<file path="src/rtl/spi_div_pkg.sv">
// Package spi_div_pkg
// Shared types and helpers for the serial clock divider.
// Assumes nothing beyond IEEE 1800-2017 constant functions.
package spi_div_pkg;

    // Division law selected by the mode input.
    typedef enum logic {
        LAW_POW2 = 1'b0,
        LAW_LIN  = 1'b1
    } div_law_e;

    // Larger of two widths, used to size the half-period counter.
    function automatic int unsigned wmax(input int unsigned a, input int unsigned b);
        return (a > b) ? a : b;
    endfunction

endpackage

</file>
<file path="src/rtl/spi_div_cfg.sv">
// Module spi_div_cfg
// Captures the law and divider setting while the divider is idle.
// Turns them into a half-period length in bus clocks.
// Assumes: HALF_W can hold both 2^DIV_W and 2^EXP_MAX.
// The setting is frozen while en is high.
module spi_div_cfg
    import spi_div_pkg::*;
#(
    parameter int unsigned DIV_W   = 8,
    parameter int unsigned EXP_MAX = 15,
    parameter int unsigned HALF_W  = 16
) (
    input  logic              clk,
    input  logic              rst_n,
    input  logic              en,
    input  logic              lin_mode,
    input  logic [DIV_W-1:0]  div_val,
    output logic [HALF_W-1:0] half_q
);
    localparam int unsigned EXP_W = $clog2(EXP_MAX + 1);

    div_law_e          law;
    logic [EXP_W-1:0]  exp_sel;
    logic [HALF_W-1:0] half_lin;
    logic [HALF_W-1:0] half_pow;
    logic [HALF_W-1:0] half_d;

    // Clamp the exponent and evaluate both laws.
    always_comb begin
        law      = div_law_e'(lin_mode);
        exp_sel  = (div_val > DIV_W'(EXP_MAX)) ? EXP_W'(EXP_MAX) : EXP_W'(div_val);
        half_lin = HALF_W'(div_val) + HALF_W'(1);
        half_pow = HALF_W'(1) << exp_sel;
        half_d   = (law == LAW_LIN) ? half_lin : half_pow;
    end

    // Shadow register: loads only while idle.
    always_ff @(posedge clk) begin
        if (!rst_n)
            half_q <= HALF_W'(1);
        else if (!en)
            half_q <= half_d;
    end

    // the half length is frozen across consecutive enabled cycles.
    a_r9_cfg_frozen: assert property (@(posedge clk) disable iff (!rst_n)
        (en && $past(en)) |-> $stable(half_q));

    // the half length never exceeds the larger of the two law maxima.
    a_r4_clamp_bound: assert property (@(posedge clk) disable iff (!rst_n)
        (half_q != '0) && (half_q <= HALF_W'(wmax(32'd1 << EXP_MAX, 32'd1 << DIV_W))));

endmodule

</file>
<file path="src/rtl/spi_div_tick.sv">
// Module spi_div_tick
// Counts bus clocks within one half of the serial clock.
// It flags the last clock of each half.
// Assumes: half_q is at least 1 and is held stable while en is high.
module spi_div_tick #(
    parameter int unsigned HALF_W = 16
) (
    input  logic              clk,
    input  logic              rst_n,
    input  logic              en,
    input  logic [HALF_W-1:0] half_q,
    output logic              wrap
);
    logic [HALF_W-1:0] cnt_q;

    // Terminal count of the current half.
    always_comb begin
        wrap = en && (cnt_q == (half_q - HALF_W'(1)));
    end

    // Half-period counter; cleared while idle and at each wrap.
    always_ff @(posedge clk) begin
        if (!rst_n)
            cnt_q <= '0;
        else if (!en || wrap)
            cnt_q <= '0;
        else
            cnt_q <= cnt_q + HALF_W'(1);
    end

    // the counter always stays inside the current half.
    a_r2_cnt_in_half: assert property (@(posedge clk) disable iff (!rst_n)
        cnt_q < half_q);

    // the counter is cleared one clock after an idle cycle.
    a_r8_cnt_cleared: assert property (@(posedge clk) disable iff (!rst_n)
        !en |=> (cnt_q == '0));

endmodule

</file>
<file path="src/rtl/spi_div_edge.sv">
// Module spi_div_edge
// Holds the serial clock level and makes the leading and trailing strobes.
// Assumes: wrap is high for one clock at the end of each half, and only while en is high.
module spi_div_edge (
    input  logic clk,
    input  logic rst_n,
    input  logic en,
    input  logic wrap,
    output logic sclk_q,
    output logic lead_q,
    output logic trail_q
);
    // Toggle on wrap, park low while idle, and pulse the matching strobe.
    always_ff @(posedge clk) begin
        if (!rst_n || !en) begin
            sclk_q  <= 1'b0;
            lead_q  <= 1'b0;
            trail_q <= 1'b0;
        end else begin
            sclk_q  <= wrap ? !sclk_q : sclk_q;
            lead_q  <= wrap && !sclk_q;
            trail_q <= wrap && sclk_q;
        end
    end

    // a leading strobe accompanies every rise of the serial clock.
    a_r7_lead_on_rise: assert property (@(posedge clk) disable iff (!rst_n)
        $rose(sclk_q) |-> lead_q);

    // a trailing strobe only when the level has just fallen.
    a_r7_trail_on_fall: assert property (@(posedge clk) disable iff (!rst_n)
        trail_q |-> (!sclk_q && $past(sclk_q)));

    // strobes are mutually exclusive.
    a_r7_strobe_excl: assert property (@(posedge clk) disable iff (!rst_n)
        $countones({lead_q, trail_q}) <= 1);

    // an idle cycle parks the clock and suppresses both strobes.
    a_r8_idle_park: assert property (@(posedge clk) disable iff (!rst_n)
        !en |=> (!sclk_q && !lead_q && !trail_q));

endmodule

</file>
<file path="src/rtl/spi_sclk_divider.sv">
// Module spi_sclk_divider (top)
// Serial clock divider with a linear even law and a power-of-two law.
// It gives the clock level and one-cycle edge strobes.
// Assumes: synchronous active-low reset, and settings that are driven
// from the bus clock domain.
module spi_sclk_divider
    import spi_div_pkg::*;
#(
    parameter int unsigned DIV_W   = 8,
    parameter int unsigned EXP_MAX = 15
) (
    input  logic             clk,
    input  logic             rst_n,
    input  logic             en,
    input  logic             lin_mode,
    input  logic [DIV_W-1:0] div_val,
    output logic             sclk,
    output logic             lead_stb,
    output logic             trail_stb
);
    localparam int unsigned HALF_W = wmax(DIV_W + 1, EXP_MAX + 1);

    logic [HALF_W-1:0] half_q;
    logic              wrap;

    spi_div_cfg #(
        .DIV_W   (DIV_W),
        .EXP_MAX (EXP_MAX),
        .HALF_W  (HALF_W)
    ) u_cfg (
        .clk      (clk),
        .rst_n    (rst_n),
        .en       (en),
        .lin_mode (lin_mode),
        .div_val  (div_val),
        .half_q   (half_q)
    );

    spi_div_tick #(
        .HALF_W (HALF_W)
    ) u_tick (
        .clk    (clk),
        .rst_n  (rst_n),
        .en     (en),
        .half_q (half_q),
        .wrap   (wrap)
    );

    spi_div_edge u_edge (
        .clk     (clk),
        .rst_n   (rst_n),
        .en      (en),
        .wrap    (wrap),
        .sclk_q  (sclk),
        .lead_q  (lead_stb),
        .trail_q (trail_stb)
    );

    // outputs are quiet in the cycle after reset.
    a_r1_reset_quiet: assert property (@(posedge clk)
        !rst_n |=> (!sclk && !lead_stb && !trail_stb));

endmodule

</file>
<file path="config.mk">
export PLATFORM = sky130hd
export DESIGN_NAME = spi_sclk_divider
export DESIGN_NICKNAME = d
export VERILOG_FILES = /design/src/rtl/spi_div_pkg.sv /design/src/rtl/spi_div_cfg.sv /design/src/rtl/spi_div_tick.sv /design/src/rtl/spi_div_edge.sv /design/src/rtl/spi_sclk_divider.sv
export SDC_FILE = /design/constraint.sdc
export NUM_CORES = 1
export LEC_CHECK = 0
export BUFFER_PORTS_ARGS = -buffer_cell sky130_fd_sc_hd__buf_2
export CORE_MARGIN = 4
export CORE_UTILIZATION = 45
export DETAILED_ROUTE_END_ITERATION = 16
export MAX_ROUTING_LAYER = met4
export PLACE_DENSITY = 0.62
export RECOVER_POWER = 25
export SYNTH_ARGS = -nofsm -noshare
export SYNTH_HDL_FRONTEND = slang
export SYNTH_HIERARCHICAL = 1
export SYNTH_SLANG_ARGS = --single-unit
export TNS_END_PERCENT = 5
</file>
<file path="constraint.sdc">
create_clock -name clk -period 7.5 [get_ports clk]
set_clock_uncertainty 0.1 [all_clocks]
set_input_delay 0.375 -clock clk [delete_from_list [all_inputs] [get_ports clk]]
set_output_delay 0.375 -clock clk [all_outputs]
set_load 0.05 [all_outputs]
</file>
==> impl_metrics.ini <==
[power]
p_sw_share_pct = 24.52
p_leak_nw = 0.8561
pwr-share-clk_pct = 40.5
power.internal_mw = 0.3206
power.density_nw_per_um2 = 174.1
seq_power_share_pct = 46.3
p_comb_share_pct = 13.3
power.switching_mw = 0.1042
ir_drop_mv = 0.06965

[critical_path]
critPathMaxFanout = 6
crit_required_ps = 7630
cp-start-kind = flop
r2r_cells = 10
endpoint_kind = flop
arrival_ps = 3090
crit_type = flop to flop

[floorplanning]
die_height_um = 79
num_rows = 25
start_util_pct = 47.09
die-area_um2 = 6241
pin_count = 15
core_um2 = 4817
die_w_um = 79

[detailed_routing]
drt_wl_total_mm = 4.775
route.vias.total = 1952
drtPass1Iterations = 4
viasPerCell = 5.530
drt_iter0_markers = 114
drc = 0
detail_route.wl_per_cell_um = 13.53
ant_nets = 0

[timing]
whs_ps = 295.1
fin_ws_ps = 4534
grt_setup_unrepaired = false
period_minus_slack_ps = 2966
finalCritPeriodShare_pct = 39.54
maxSlewViolCount = 0
worstMarginPinSlew_ps = 1089
relSlewSlack_pct = 26.73
finalSetupViolCount = 0
setup_tns_ps = 0
hold_viol = 0
max_freq_ghz = 0.3372

[cts]
root_buffer = clkbuf_8
cts-resized-gates = 0
clkTransAtPathRegs_ps = 70
cts_tree = yes
hold_buffers = 0
post-cts-setup-buffer-count = 0
cts_buffer_depth = 2
h-tree-depth = 2
cts_buffers = 5
clkSinkCount = 35
clock_latency_ps = 280

[grt]
grt_pass1_vias = 1814
antenna_found_initial = 0
grt.total_usage_pct = 17.00
grt_pass1_wl_mm = 8.342
grt_overflow = 0
grt_start_max_net_pins = 21

[placed_design]
port_buffers = 14
place_congestion = 0.8793
dp_cells = 345
dp_slack_ps = 4570
placed_cell_area_um2 = 2344
dp_hpwl_mm = 3.629

[logic_synthesis]
syn_inst = 278
synth-edff-count = 0
synth.yosys.seq_area_share_pct = 30.89
synth_cell_types = 60
ys_seq_elements = 35
syn_area_per_cell_um2 = 8.160
synth.most_common_cell = dfxtp_1
synth.top_cells.by_area = dfxtp_1 31%, xnor2_1 8.5%, nor2_1 5.5%
synth_fp_nets = 293
async_flop_share_pct = 0
synth_common_cells = 35 x dfxtp_1, 33 x nor2_1, 22 x xnor2_1, 18 x nand3_1, 15 x nand2_1
mappedNetlistArea_um2 = 2268
yosysWarnings = 6
synthFlopType = dfxtp_1
yosysTopAreaCell = dfxtp_1
synth_top_cell_area_share_pct = 30.89

[hold_path]
min_path_type = input port to flop
min_path_cells = 2

[finish]
antennaDiodeCount = 0
drive_gt1_share_pct = 11.19
layoutNonFillerInstCount = 353
area_growth_pct = 7.557
nFillCells = 493
nets = 300
final_area_um2 = 2440

[job]
cap_violations = 0

[outcome]
status = finished, final reports clean
[area by class of cell]
cell class | instances | area (µm²) | share of cell area (%)
repair buffers | 14 | 63.81 | 2.615
clock buffers | 6 | 82.58 | 3.385
multi-input cells | 215 | 1421 | 58.26
clock inverters | 2 | 35.03 | 1.436
inverters | 14 | 52.55 | 2.154
flip-flops and latches | 35 | 700.7 | 28.72
well taps | 67 | 83.83 | 3.436
[flip-flops by register name (all words and copies together), names as in the netlist]
name	cells
u_edge/sclk_q	1
u_cfg/half_q	16
u_tick/cnt_q	16
u_edge/lead_q	1
u_edge/trail_q	1
[stage by stage]
| stage | utilization (%) | power [mW] |
|---|---|---|
| floorplan | - | 0.2437 |
| global placement | 48.65 | 0.2580 |
| detailed placement | 48.65 | 0.2580 |
| CTS | 51.09 | 0.4313 |
| global route | 50.65 | 0.4453 |
| finish | 50.65 | 0.4248 |
[path summary, 6_finish.rpt]
kind | to | slack (ps) | startpoint
max | u_edge/sclk_q | 4530 | u_cfg/half_q[0]
min | u_cfg/half_q[12] | 300 | div_val[1]
max reg2reg | u_edge/sclk_q | 4530 | u_cfg/half_q[0]
min reg2reg | u_edge/lead_q | 380 | u_edge/sclk_q
[per-layer routing]
| metal | routed length, µm | global-route usage (%) | vias to the layer above |
|---|---|---|---|
| li1 | - | - | 1023 |
| met1 | 2388 | 21.80 | 883 |
| met2 | 2133 | 26.26 | 37 |
| met3 | 151 | 2.948 | 9 |
| met4 | 102 | 7.560 | 0 |
| met5 | 0 | - | - |
[worst max-delay path, stage by stage, from the launching register on]
cell	delay, ps
dfxtp_1	350
inv_1	70
ha_1	180
nor3b_2	360
a21oi_1	110
or4b_2	670
a2111oi_1	330
and3_2	250
and3_1	190
xor2_1	150
and3_1	160
[placed cells by master, fill, tap and decap left out, drive strengths merged, types with 3 or more instances in the layout]
master	synthesis	routed
nor4b	3	3
dfxtp	35	35
nor4	6	6
buf	7	9
or3	4	4
nand3	18	18
nand4	6	6
nand2b	4	4
nor2	36	36
inv	14	14
ha	3	3
o21ai	13	13
or4	4	4
o211ai	4	4
a21oi	9	9
nor3	7	7
a31oi	4	4
and3	5	5
nand2	15	15
xor2	14	14
o31ai	3	3
xnor2	22	22
clkbuf	7	11
[power groups by stage]
| stage | clock network (mW) | registers (mW) | logic (mW) |
|---|---|---|---|
| 2_1_floorplan | 0 | 0.199 | 0.0447 |
| 6_report | 0.172 | 0.197 | 0.0564 |
| 5_1_grt | 0.184 | 0.197 | 0.0639 |
| 3_5_place_dp | 0 | 0.201 | 0.0572 |
| 4_1_cts | 0.177 | 0.196 | 0.0575 |
| 3_3_place_gp | 0 | 0.200 | 0.0575 |
[kinds of logic (layout without fill, tap and decap cells)]
kind of cell	Yosys count	count (layout)	share of synthesized area, %
buffers and inverters	28	36	5.792
and+or+nand+nor	120	120	29.73
AOI/OAI and AO/OA	56	56	18.04
adders and majority gates	3	3	1.655
DFF	35	35	30.89
xor gates and xnor gates	36	36	13.90
Power figures use the tool's default switching activity.
